==> src/rtl/xmask_pkg.sv <==
package xmask_pkg;

   // Smallest power of two not below n (n >= 1).
   function automatic int unsigned pow2_ceil(input int unsigned n);
      int unsigned r;
      r = 1;
      while (r < n) r = r << 1;
      return r;
   endfunction

   // Address of a mask word: partition region times region size plus slot.
   function automatic int unsigned region_addr(input int unsigned part,
                                               input int unsigned slot,
                                               input int unsigned slots);
      return part * slots + slot;
   endfunction

endpackage

==> src/rtl/xmask_part_ctr.sv <==
module xmask_part_ctr #(
   parameter int unsigned NUM_PARTS = 4,
   localparam int unsigned PART_W   = $clog2(NUM_PARTS)
) (
   input  logic              clk,
   input  logic              rst_n,
   input  logic              clear_i,
   input  logic              step_i,
   output logic [PART_W-1:0] part_o
);

   logic [PART_W-1:0] cnt_q;
   logic [PART_W-1:0] cnt_inc;

   generate
      if ((1 << PART_W) == NUM_PARTS) begin : g_natural_wrap
         assign cnt_inc = cnt_q + 1'b1;
      end else begin : g_compare_wrap
         localparam logic [PART_W-1:0] LAST = PART_W'(NUM_PARTS - 1);
         assign cnt_inc = (cnt_q == LAST) ? '0 : cnt_q + 1'b1;
      end
   endgenerate

   always_ff @(posedge clk) begin
      if (!rst_n || clear_i) begin
         cnt_q <= '0;
      end else if (step_i) begin
         cnt_q <= cnt_inc;
      end
   end

   assign part_o = cnt_q;

endmodule

==> src/rtl/xmask_idx_check.sv <==
module xmask_idx_check #(
   parameter int unsigned SETS_PER_PART = 3,
   parameter int unsigned IDX_W         = 2
) (
   input  logic [IDX_W-1:0] idx_i,
   output logic             in_range_o
);

   generate
      if ((1 << IDX_W) == SETS_PER_PART) begin : g_full_region
         // Every encodable slot is a configured group.
         assign in_range_o = 1'b1;
      end else begin : g_partial_region
         localparam logic [IDX_W-1:0] LIMIT = IDX_W'(SETS_PER_PART);
         assign in_range_o = (idx_i < LIMIT);
      end
   endgenerate

endmodule

==> src/rtl/xmask_store.sv <==
module xmask_store #(
   parameter int unsigned MASK_W = 16,
   parameter int unsigned ADDR_W = 4,
   localparam int unsigned DEPTH = 1 << ADDR_W
) (
   input  logic              clk,
   input  logic              rst_n,
   input  logic              we_i,
   input  logic [ADDR_W-1:0] waddr_i,
   input  logic [MASK_W-1:0] wdata_i,
   input  logic              re_i,
   input  logic [ADDR_W-1:0] raddr_i,
   output logic [MASK_W-1:0] rdata_o
);

   logic [MASK_W-1:0] mem_q [DEPTH];
   logic [MASK_W-1:0] rd_q;

   always_ff @(posedge clk) begin
      if (we_i) begin
         mem_q[waddr_i] <= wdata_i;
      end
   end

   always_ff @(posedge clk) begin
      if (!rst_n) begin
         rd_q <= '0;
      end else if (re_i) begin
         rd_q <= mem_q[raddr_i];
      end
   end

   assign rdata_o = rd_q;

endmodule

==> src/rtl/xmask_lookup.sv <==
module xmask_lookup
   import xmask_pkg::*;
#(
   parameter int unsigned MASK_W        = 16,
   parameter int unsigned NUM_PARTS     = 4,
   parameter int unsigned SETS_PER_PART = 3,
   localparam int unsigned SET_SLOTS    = pow2_ceil(SETS_PER_PART),
   localparam int unsigned IDX_W        = $clog2(SET_SLOTS),
   localparam int unsigned PART_W       = $clog2(NUM_PARTS),
   localparam int unsigned ADDR_W       = PART_W + IDX_W
) (
   input  logic              clk,
   input  logic              rst_n,
   input  logic              load_mode_i,
   input  logic              wr_en_i,
   input  logic [ADDR_W-1:0] wr_addr_i,
   input  logic [MASK_W-1:0] wr_data_i,
   input  logic              sel_valid_i,
   input  logic [IDX_W-1:0]  sel_idx_i,
   output logic              mask_valid_o,
   output logic [MASK_W-1:0] mask_o,
   output logic [PART_W-1:0] part_o,
   output logic              idx_err_o
);

   generate
      if (MASK_W < 1) begin : g_bad_mask_w
         $error("xmask_lookup: MASK_W must be at least 1");
      end
      if (NUM_PARTS < 2) begin : g_bad_parts
         $error("xmask_lookup: NUM_PARTS must be at least 2");
      end
      if (SETS_PER_PART < 2) begin : g_bad_sets
         $error("xmask_lookup: SETS_PER_PART must be at least 2");
      end
      if (ADDR_W > 12) begin : g_bad_depth
         $error("xmask_lookup: mask array too deep for a flop store");
      end
   endgenerate

   logic              run_strobe;
   logic              idx_ok;
   logic              fetch;
   logic [PART_W-1:0] cur_part;
   logic [ADDR_W-1:0] rd_addr;
   logic              valid_q;
   logic              err_q;
   logic [PART_W-1:0] part_q;

   assign run_strobe = sel_valid_i && !load_mode_i;
   assign fetch      = run_strobe && idx_ok;
   assign rd_addr    = {cur_part, sel_idx_i};

   xmask_part_ctr #(
      .NUM_PARTS(NUM_PARTS)
   ) part_ctr_i (
      .clk    (clk),
      .rst_n  (rst_n),
      .clear_i(load_mode_i),
      .step_i (run_strobe),
      .part_o (cur_part)
   );

   xmask_idx_check #(
      .SETS_PER_PART(SETS_PER_PART),
      .IDX_W        (IDX_W)
   ) idx_check_i (
      .idx_i     (sel_idx_i),
      .in_range_o(idx_ok)
   );

   xmask_store #(
      .MASK_W(MASK_W),
      .ADDR_W(ADDR_W)
   ) store_i (
      .clk    (clk),
      .rst_n  (rst_n),
      .we_i   (load_mode_i && wr_en_i),
      .waddr_i(wr_addr_i),
      .wdata_i(wr_data_i),
      .re_i   (fetch),
      .raddr_i(rd_addr),
      .rdata_o(mask_o)
   );

   always_ff @(posedge clk) begin
      if (!rst_n) begin
         valid_q <= 1'b0;
         err_q   <= 1'b0;
         part_q  <= '0;
      end else begin
         valid_q <= fetch;
         err_q   <= run_strobe && !idx_ok;
         if (run_strobe) begin
            part_q <= cur_part;
         end
      end
   end

   assign mask_valid_o = valid_q;
   assign idx_err_o    = err_q;
   assign part_o       = part_q;

endmodule

==> config.mk <==
export PLATFORM = sky130hd
export DESIGN_NAME = xmask_lookup
export DESIGN_NICKNAME = d
export VERILOG_FILES = /design/src/rtl/xmask_pkg.sv /design/src/rtl/xmask_part_ctr.sv /design/src/rtl/xmask_idx_check.sv /design/src/rtl/xmask_store.sv /design/src/rtl/xmask_lookup.sv
export SDC_FILE = /design/constraint.sdc
export NUM_CORES = 1
export LEC_CHECK = 0
export BUFFER_PORTS_ARGS = -buffer_cell sky130_fd_sc_hd__buf_4
export CAP_MARGIN = 20
export CORE_ASPECT_RATIO = 0.75
export CORE_MARGIN = 2
export CORE_UTILIZATION = 30
export DETAILED_ROUTE_END_ITERATION = 12
export HOLD_SLACK_MARGIN = 0.08
export PLACE_DENSITY = 0.53
export REMOVE_ABC_BUFFERS = 1
export SLEW_MARGIN = 20
export SYNTH_ARGS = -nofsm -noshare
export SYNTH_HDL_FRONTEND = slang
export SYNTH_SLANG_ARGS = --single-unit
==> constraint.sdc <==
create_clock -name clk -period 5.3 [get_ports clk]
set_input_delay 0 -clock clk [delete_from_list [all_inputs] [get_ports clk]]
set_output_delay 0 -clock clk [all_outputs]
set_load 0.03 [all_outputs]
# After elaboration in Yosys (flattened, before gate mapping)
# Memories as Yosys holds them, arrays and structs flattened. A register that Yosys moved wholly into a read port is not among the register bits.
# Cells that the tools add are included.
op_classes:
  add_sub_neg: 1
  n_mul: 0
  div_mod_pow: 0
  order_cmp: 1
  n_eq_ne: 0
  shifts: 0
  mux: 2
  bitwise_logic: 0
  n_reduce_logical: 9
ops:
  columns: ["cell", "n"]
  rows:
  - ["1-bit logical AND", 4]
  - ["1-bit zero test", 4]
  - ["2-bit by 1-bit adder with 2-bit output (second input constant)", 1]
  - ["2-bit less-than comparator (second input constant)", 1]
  - ["1-bit two-way mux", 2]
  - ["1-bit logical OR", 1]
word_totals:
  reg_bits: 6
  latch_bits: 0
  mem_bits_rw: 256
  mem_bits_ro: 0
  inputBits: 27
  output_inout_bits: 20
  word_cells: 18
  n_memories: 1
mem_list:
  columns: ["name", "words", "word_bits", "rd", "rd_ports_with_merged_regs", "wr", "line", "text"]
  rows:
  - ["store_i.mem_q", 16, 16, 1, 1, 1, "xmask_store.sv:16", "logic [MASK_W-1:0] mem_q [DEPTH];"]

# Longest topological paths before layout
# Gate-level depths: netlist of run 1.
logic_depth:
  ltp_word: 3
  mapped_depth: 8

# Hierarchy
# Synthesis of run 1 repeated with hierarchy kept, for this count alone.
unflattened:
  cells_unflattened: 633
  area_unflattened_um2: 10794.1
by_module_without_submodules:
  columns: ["module", "n_inst", "cells_each", "area_per_inst_um2", "seq_area_each_um2"]
  rows:
  - ["xmask_store", 1, 608, 10535.1, 8007.7]
  - ["xmask_lookup", 1, 16, 170.2, 80.1]
  - ["xmask_part_ctr", 1, 8, 85.1, 40.0]
  - ["xmask_idx_check", 1, 1, 3.8, 0.0]

# Worst setup path before layout of run 1
# Ideal clock, no wire load.
synth_timing:
  path_kind: "input to register"
  startpoint: "input wr_addr_i[2]"
  endpoint: "memory store_i.mem_q[0][0], enable pin"
  t_arrival_ns: 1.566
  required_time_ns: 4.891
  setup_slack_ns: 3.324
  path_stages: 2
  path_buffers: 0
  path_cell_list: "or3_1 > nor3_1"
synth_lines:
  columns: ["item", "line", "text"]
  rows:
  - ["start: declaration", "xmask_lookup.sv:16", "input logic [ADDR_W-1:0] wr_addr_i,"]
  - ["end: declaration", "xmask_store.sv:16", null]
# No word-level cell before the write port.

==> results.cfg, run 1 <==
[drt]
drt_iter0_drc = 404
vias = 5202
drc = 0
routedWlPerCell_um = 21.04
antenna_left = 0
dr.pass1.iters = 5
via_per_inst = 4.945
drt-total-wl_um = 22140

[layout]
fin_area_um2 = 11270
area_growth_pct = 19.81
nNetsFinal = 655
final_layout_size_suffix_gt1_share_pct = 21.21
antenna_cells = 0
utilization_pct = 36.32

[worst_setup_path]
crit_chain = buf_4 > inv_1 > nor2_1 > a22oi_1 > a31oi_1
reg2reg_to = store_i.rdata_o[4]
cp-start-kind = flip-flop
r2r_cells = 5
reg2reg_from = part_ctr_i.part_o[1]
crit_arrival_ps = 2760
cp_max_fo = 32
cp_slowest_cell = dfxtp_1
path_class = flip-flop to flip-flop
critPathRequiredTime_ps = 5740
end_kind = flip-flop
critPathMaxStageDelay_ps = 480
r2r_setup_slack_ps = 2980

[min_path]
hold_path.class = input pin to flip-flop
hold_depth = 3
holdPathEnd = idx_err_o
hold_start = sel_idx_i[0]

[die]
initial_core_util_pct = 30.32
dieWidth_um = 208.5
core_um2 = 31040
die_h_um = 157.4
row_count = 56
dieArea_um2 = 32810
pin_count = 47

[synthesis]
synth_ff_type = edfxtp_1
yosys_warnings = 0
yosys.area.top_type = edfxtp_1
synth.distinct_cells = 34
synthCells = 544
synth_edf_count = 224
synth_area_um2 = 9410
ys_seq_elements = 246
syn_area_per_cell_um2 = 17.30
yosysTopAreaCellShare_pct = 71.48
synth_most_common_cell = edfxtp_1
ys_async_sr_fraction_pct = 0
synth_common_cells = 224 x edfxtp_1, 47 x mux2i_1, 28 x nand2_1, 28 x o21ai_0, 26 x nor2_1
ys_seq_area_share_pct = 76.16
synth_area_leaders = edfxtp_1 71%, mux2i_1 5.0%, dfxtp_1 4.7%

[power_and_ir_drop]
seqPwrFrac_pct = 53.5
ir_worst_vdd_mv = 0.1748
power.clock.fraction_pct = 41.1
total_power_w = 0.004026
power.switching_fraction_pct = 20.75
leakagePower_nw = 3.786
p_sw_w = 0.0008352
combPwrFrac_pct = 5.4
powerDensity_nw_per_um2 = 357.1
intPower_w = 0.003191

[global_routing]
gr-total-overflow = 0
grt_pass1_vias = 5333
antenna_found_initial = 0
grt_pass1_wl_um = 33010
grt_max_degree = 47
grtUsageTotal_pct = 13.43

[timing]
fmax_ghz = 0.4306
slew_headroom_pct = 34.01
fin_skew_ps = 11.68
hold_violations = 0
slew_viol_final = 0
min_period_ps = 2322
worstMarginPinSlew_ps = 984.5
fin_setup_tns_ps = 0
setup_viol = 0
fin_crit_sh_pct = 43.81
fin_ws_ps = 2978
rsz0062_at_grt = no

[cts]
clock_latency_ps = 510
cts_setup_buffers = 0
cts_tree = built
cts_buffers = 25
ctsHtreeMaxLevel = 1
path_clk_slew_ps = 60
cts.path.max_buffers = 3
clock-sinks = 246
root_buffer = clkbuf_16

[placed_design]
postPlaceCellArea_um2 = 10260
gp_congestion = 0.7201
dpl.hpwl_um = 13400
portBuffers = 46
dp_slack_ps = 2831

[outcome]
status = complete, no violations

[flow_run]
drv_cap = 0
## worst max-delay path, delay by kind of cell (launching register included)
family | cells | cell delay (ps)
buffers and inverters | 2 | 880
and+or+nand+nor | 1 | 470
AOI/OAI and AO/OA | 2 | 390
DFF | 1 | 480
## how the worst max path moves through the flow
stage / from / end / slack [ps] / cells after the start
floorplan: wr_addr_i[2] / store_i.mem_q[0][0] / 3320 / 2
global placement: sel_idx_i[0] / store_i.rdata_o[11] / 2860 / 6
detailed placement: sel_idx_i[0] / store_i.rdata_o[11] / 2830 / 6
CTS: part_ctr_i.part_o[1] / store_i.rdata_o[4] / 2990 / 5
global route: part_ctr_i.part_o[1] / store_i.rdata_o[4] / 2850 / 5
finish: part_ctr_i.part_o[1] / store_i.rdata_o[4] / 2980 / 5
## routing by layer
metal | global-route usage [%] | wire length (um) | share of wire, % | vias up
met4 | 3.494 | 482 | 2.2 | 0
met5 | 0 | 0 | 0 | -
met3 | 2.055 | 978 | 4.4 | 30
met1 | 17.86 | 9895 | 45 | 2673
met2 | 23.09 | 10780 | 49 | 130
li1 | - | - | - | 2369
## flip-flops by register name, summed over array words and instances (netlist names)
register	cells
part_ctr_i.part_o	2
store_i.rdata_o	16
idx_err_o	1
part_o	2
store_i.mem_q	224
mask_valid_o	1
## final cells by class
cell class / count / area [um^2]
Clock inverter: 14 / 121.4
Timing Repair Buffer: 88 / 720.7
Multi-Input combinational cell: 265 / 2102
Clock buffer: 31 / 648.1
Fill cell: 2929 / 19770
Tap cell: 406 / 508.0
Inverter: 2 / 7.507
Sequential cell: 246 / 7167
## cell usage in the layout (no fill, tap or decap), types with 4 or more instances in the layout
master | synthesis | final
a2111o_1 | 4 | 4
a211o_1 | 12 | 12
a21oi_1 | 5 | 5
a221oi_1 | 4 | 4
a22o_1 | 5 | 5
a22oi_1 | 19 | 19
a31oi_1 | 5 | 5
a32o_1 | 11 | 11
buf_4 | 1 | 64
clkbuf_1 | 11 | 6
clkbuf_16 | 0 | 25
clkinv_1 | 0 | 7
clkinvlp_4 | 0 | 4
dfxtp_1 | 22 | 22
dlygate4sd3_1 | 0 | 24
edfxtp_1 | 224 | 224
mux2_2 | 15 | 15
mux2i_1 | 47 | 47
mux4_2 | 10 | 10
nand2_1 | 28 | 28
nand2b_1 | 6 | 6
nor2_1 | 26 | 22
nor2_2 | 1 | 5
nor3_1 | 9 | 5
nor3_2 | 0 | 4
o211ai_1 | 5 | 5
o21ai_0 | 28 | 28
o221a_2 | 7 | 7
o22ai_1 | 11 | 11
## logic make-up after synthesis
kind of cell / Yosys count / synth area share [%]
DFF: 246 / 76.16
and+or+nand+nor: 75 / 3.470
muxes: 72 / 9.188
buffers and inverters: 33 / 1.822
xor gates and xnor gates: 2 / 0.1862
AOI/OAI and AO/OA: 116 / 9.174
## power groups by stage
stage,Combinational (W),Sequential [W],Clock [W]
6_report,0.000217,0.00215,0.00165
5_1_grt,0.000236,0.00216,0.00178
4_1_cts,0.000221,0.00215,0.00170
3_5_place_dp,0.000206,0.00220,0
3_3_place_gp,0.000201,0.00219,0
2_1_floorplan,0.0000760,0.00221,0
## timing repair
item / 4_1_cts / 5_1_grt
hold endpoints to repair: 256 / 0
hold buffers: 24 / 0
gates resized for setup: 0 / 0
endpoints found under the setup margin: 0 / 0
## metrics by stage
stage,cells,hold slack (ps)
3_5_place_dp,983,265.5
4_1_cts,1052,81.38
2_1_floorplan,513,98.87
5_1_grt,1052,92.93
6_report,1052,98.97
3_3_place_gp,983,253.9
(Power assumes the default switching activity.)
==> inputs of run 2 (changes only) <==
--- a/config.mk
+++ b/config.mk
@@ -12,7 +12,7 @@
 export CORE_UTILIZATION = 30
 export DETAILED_ROUTE_END_ITERATION = 12
 export HOLD_SLACK_MARGIN = 0.08
-export PLACE_DENSITY = 0.53
+export PLACE_DENSITY = 0.54
 export REMOVE_ABC_BUFFERS = 1
 export SLEW_MARGIN = 20
 export SYNTH_ARGS = -nofsm -noshare
==> constraint.sdc (replaced) <==
create_clock -name clk -period 2.1 [get_ports clk]
set_input_delay 0 -clock clk [delete_from_list [all_inputs] [get_ports clk]]
set_output_delay 0 -clock clk [all_outputs]
set_load 0.03 [all_outputs]
==> run 2 against run 1 <==
Compared with the run above:
- register-to-register slack worse by 2800 ps
- clock-buffer cell count is the same
- worst hold slack improved by 24 ps
- final cell count increased by 2.1%
- power rose to 2.6 times the previous value
- fmax rose by 22%
- critical endpoint is now store_i.rdata_o[1]
- largest cell class unchanged
==> results.cfg, run 2 (same netlist as run 1, synthesis figures left out) <==
[global_routing]
gr-total-overflow = 0
antenna_found_initial = 0
grt_pass1_vias = 5586
grt_pass1_wl_um = 34290
grt_max_degree = 46
grtUsageTotal_pct = 13.91

[timing]
worstMarginPinSlew_ps = 689.0
fin_skew_ps = 8.521
setup_viol = 0
rsz0062_at_grt = no
slew_viol_final = 0
min_period_ps = 1905
slew_headroom_pct = 54.07
fin_setup_tns_ps = 0
fmax_ghz = 0.5250
hold_violations = 0
fin_crit_sh_pct = 90.71

[worst_setup_path]
cp_slowest_cell = dfxtp_1
r2r_setup_slack_ps = 200
end_kind = flip-flop
cp_max_fo = 14
cp-start-kind = flip-flop
crit_arrival_ps = 2330
crit_chain = inv_1 > nor2_1 > a22oi_1 > a31oi_1
r2r_cells = 4
crit_family = flip-flops
critPathRequiredTime_ps = 2520
critPathMaxStageDelay_ps = 540
reg2reg_from = part_ctr_i.part_o[1]
path_buf_inv = 1
reg2reg_to = store_i.rdata_o[1]
path_class = flip-flop to flip-flop

[die]
row_count = 56
dieWidth_um = 208.5
pin_count = 47
core_um2 = 31040
initial_core_util_pct = 30.32
dieArea_um2 = 32810
die_h_um = 157.4

[drt]
vias = 5293
drc = 0
antenna_left = 0
drt-total-wl_um = 22500
via_per_inst = 4.928
dr.pass1.iters = 4
routedWlPerCell_um = 20.95
drt_iter0_drc = 404

[layout]
fin_area_um2 = 11500
area_growth_pct = 22.24
mostFrequentLayoutCells = 224 x edfxtp_1, 82 x buf_4, 47 x mux2i_1
fillers = 2889
nNetsFinal = 677
top_register = store_i.mem_q
antenna_cells = 0
multi_input_area_um2 = 2097
final_layout_size_suffix_gt1_share_pct = 23.80
largest_reg_flops = 224
regArea_um2 = 7167
final_common_cell = edfxtp_1

[outcome]
status = complete, no violations

[cts]
root_buffer = clkbuf_16
cts_buffers = 24
cts_tree = built
clock_latency_ps = 520
cts.path.max_buffers = 3
path_clk_slew_ps = 60
clock-sinks = 246
ctsHtreeMaxLevel = 1

[placed_design]
gp_congestion = 0.8600
dpl.hpwl_um = 14270
postPlaceCellArea_um2 = 10460
portBuffers = 46

[min_path]
hold_start = sel_idx_i[0]
hold_path.class = input pin to flip-flop
holdPathEnd = idx_err_o
hold_depth = 4

[power_and_ir_drop]
leakagePower_nw = 3.948
ir_worst_vdd_mv = 0.4876
powerDensity_nw_per_um2 = 896.7

[flow_run]
drv_cap = 0
run 2: cell types whose count changed in the layout (fill, tap and decap cells not counted), sizes merged:
cell	change
bufinv	+1
clkinv	+2
clkinvlp	-4
dlygate4sd3	+2
buf	+21
run 2: timing repair:
item                                   CTS  global route
hold buffers                            26             0
endpoints found under the hold margin  276             0
setup buffers                            0             0
gates resized for setup                  0             0
run 2: metal layers:
layer | vias to the layer above | routed length [um] | global-route usage (%)
met5 | - | 0 | 0
met4 | 0 | 663 | 4.728
met3 | 36 | 1051 | 2.175
met2 | 145 | 10620 | 23.51
met1 | 2706 | 10160 | 18.38
li1 | 2406 | - | -
run 2: stage by stage:
stage | utilization (%) | power, W | hold WS [ps] | instances | worst slack (ps)
finish | 37.06 | 0.01032 | 122.6 | 1074 | 195.1
global route | 37.06 | 0.01066 | 138.5 | 1074 | 104.8
CTS | 37.06 | 0.01042 | 109.8 | 1074 | 197.7
detailed placement | 33.68 | 0.006087 | 288.0 | 1004 | 235.7
global placement | 33.68 | 0.006068 | 281.7 | 1004 | 411.2
floorplan | - | 0.005770 | 98.87 | 513 | 124.4
run 2: worst register-to-register path: stages, from the launching register on:
cell     delay [ps]
dfxtp_1         540
inv_1           410
nor2_1          430
a22oi_1         190
a31oi_1         240
run 2: area by class of cell:
type                            instances  share of cell area, %
Inverter                                2                0.06526
Clock buffer                           31                  5.634
Timing Repair Buffer                  111                  8.136
Multi-Input combinational cell        265                  18.23
Clock inverter                         13                  1.218
Sequential cell                       246                  62.30
Tap cell                              406                  4.416
run 2: how the worst max path moves through the flow:
stage / from / end / cells past startpoint
final: part_ctr_i.part_o[1] / store_i.rdata_o[1] / 4
after global routing: part_ctr_i.part_o[1] / store_i.rdata_o[14] / 4
after CTS: part_ctr_i.part_o[1] / store_i.rdata_o[14] / 4
after detailed placement: part_ctr_i.part_o[1] / store_i.rdata_o[1] / 4
after global placement: part_ctr_i.part_o[1] / store_i.rdata_o[1] / 4
after floorplan: wr_addr_i[2] / store_i.mem_q[0][0] / 2
run 2: power breakdown:
part	leakage (nW)	switching [W]	internal [W]
Combinational	1.36	0.000343	0.000237
Sequential	2.20	0.0000286	0.00541
Clock	0.390	0.00175	0.00255
==> inputs of run 3 (changes only) <==
--- a/config.mk
+++ b/config.mk
@@ -5,14 +5,13 @@
 export SDC_FILE = /design/constraint.sdc
 export NUM_CORES = 1
 export LEC_CHECK = 0
-export BUFFER_PORTS_ARGS = -buffer_cell sky130_fd_sc_hd__buf_4
 export CAP_MARGIN = 20
 export CORE_ASPECT_RATIO = 0.75
-export CORE_MARGIN = 2
 export CORE_UTILIZATION = 30
 export DETAILED_ROUTE_END_ITERATION = 12
+export DONT_BUFFER_PORTS = 1
 export HOLD_SLACK_MARGIN = 0.08
-export PLACE_DENSITY = 0.54
+export PLACE_DENSITY = 0.53
 export REMOVE_ABC_BUFFERS = 1
 export SLEW_MARGIN = 20
 export SYNTH_ARGS = -nofsm -noshare
==> run 3 against run 2 <==
Compared with the run above:
- worst hold slack worse by 26 ps
- via count decreased by 0.60%
- die area down 2.2%
- fmax shrank 6.2%
- routed wire length increased by 5.1%
- largest power group unchanged
- largest cell class unchanged
- power increased by 0.91%
- highest routed layer unchanged
- first-iteration DRC count is 11% higher
- critical endpoint is now store_i.rdata_o[2]
- the run now ends with DRC left
- worst setup slack got worse by 120 ps
==> results.cfg, run 3 (same netlist as run 1, synthesis figures left out) <==
[global_routing]
grt_max_degree = 67
antenna_found_initial = 2
gr-total-overflow = 0
grtUsageTotal_pct = 14.72
grt_pass1_vias = 5229
grt_pass1_wl_um = 34420

[timing]
fin_crit_sh_pct = 96.66
min_period_ps = 2030
fmax_ghz = 0.4926
worstMarginPinSlew_ps = 681.0
setup_viol = 0
slew_viol_final = 0
slew_headroom_pct = 54.45
hold_violations = 0
fin_setup_tns_ps = 0
fin_skew_ps = 17.90
fin_ws_ps = 70.11
rsz0062_at_grt = no

[outcome]
violations = DRC
status = finished, violations left

[die]
core_um2 = 30490
die_h_um = 155.4
row_count = 55
initial_core_util_pct = 30.87
dieWidth_um = 206.5
pin_count = 47
dieArea_um2 = 32090

[layout]
fin_area_um2 = 11290
nNetsFinal = 640
top_register = store_i.mem_q
largest_reg_flops = 224
final_layout_size_suffix_gt1_share_pct = 17.12
mostFrequentLayoutCells = 224 x edfxtp_1, 47 x mux2i_1, 39 x dlygate4sd3_1
final_common_cell = edfxtp_1
area_growth_pct = 19.94

[worst_setup_path]
cp-start-kind = input pin
critPathRequiredTime_ps = 2510
reg2reg_from = part_ctr_i.part_o[0]
crit_arrival_ps = 2440
r2r_setup_slack_ps = 90
end_kind = flip-flop
r2r_cells = 5
cp_max_fo = 66
reg2reg_to = part_ctr_i.part_o[0]
path_class = input pin to flip-flop

[placed_design]
gp_congestion = 0.7973
portBuffers = 0
dpl.hpwl_um = 13540
dp_slack_ps = 438.9
postPlaceCellArea_um2 = 9983

[min_path]
holdPathEnd = store_i.rdata_o[0]
hold_path.class = input pin to flip-flop
hold_start = sel_idx_i[0]
hold_depth = 4

[drt]
routedWlPerCell_um = 22.94
drt_iter0_drc = 449
antenna_left = 0
vias = 5261
dr.pass1.iters = 9
drt-total-wl_um = 23650
via_per_inst = 5.103
drc = 2

[power_and_ir_drop]
powerDensity_nw_per_um2 = 922.3
leakagePower_nw = 3.764
ir_worst_vdd_mv = 0.5442

[cts]
root_buffer = clkbuf_16
path_clk_slew_ps = 60
cts_buffers = 25
clock_latency_ps = 520
cts_tree = built
cts.path.max_buffers = 3
clock-sinks = 246
ctsHtreeMaxLevel = 1

[flow_run]
drv_cap = 0
run 3: changes by cell type in the layout (fill, tap and decap cells not counted), moves of 2 or more:
cell	previous run	this run
buf_12	3	0
buf_16	0	2
buf_4	82	31
clkbuf_8	0	4
clkinv_2	6	3
dlygate4sd3_1	26	39
run 3: worst max path at each step:
stage                               startpoint  cells after the start  slack (ps)                   to
after global placement    part_ctr_i.part_o[1]                      5         440   store_i.rdata_o[3]
after global routing              sel_idx_i[1]                      8          10   store_i.rdata_o[2]
after detailed placement  part_ctr_i.part_o[1]                      5         440   store_i.rdata_o[9]
after floorplan                   wr_addr_i[2]                      2         120  store_i.mem_q[0][0]
final                             sel_idx_i[1]                      8          70   store_i.rdata_o[2]
after CTS                 part_ctr_i.part_o[1]                      5          30   store_i.rdata_o[4]
run 3: layer usage:
layer	vias to the layer above	global-route usage [%]	routed length, um
met5	-	0	0
met4	0	3.536	506
met1	2718	20.44	10630
li1	2334	-	-
met3	39	3.582	1610
met2	170	23.11	10910
run 3: critical path, cell delays in order:
cell	delay, ps
buf_16	270
a21oi_1	110
dlygate4sd3_1	570
buf_4	170
o21ai_0	130
dlygate4sd3_1	560
a31oi_1	40
dlygate4sd3_1	550
run 3: stage by stage:
stage | hold WS (ps) | power [W] | util (%) | cells
final | 96.11 | 0.01041 | 37.02 | 1031
after global routing | 105.6 | 0.01075 | 37.02 | 1031
after CTS | 80.48 | 0.01051 | 36.91 | 1027
after detailed placement | 99.85 | 0.005867 | 32.75 | 941
after global placement | 99.95 | 0.005859 | 32.75 | 941
after floorplan | 98.87 | 0.005770 | - | 513
run 3: final cells by class:
class / count / area [um^2]
clock inverter: 9 / 116.4
clock buffer: 36 / 706.9
antenna: 1 / 2.502
sequential: 246 / 7167
tap: 399 / 499.2
timing repair buffer: 73 / 689.4
multi-input combinational: 265 / 2095
fill: 2798 / 19200
inverter: 2 / 11.26
run 3: timing repair:
item,4_1_cts,5_1_grt
resized for setup,0,3
setup endpoints to repair,0,3
buffers inserted,0,3
hold buffers,41,0
endpoints found under the hold margin,367,0
run 3: report_power, final:
| group | internal [W] | switching (W) |
|---|---|---|
| combinational | 0.000197 | 0.000280 |
| sequential | 0.00541 | 0.0000680 |
| clock | 0.00269 | 0.00176 |
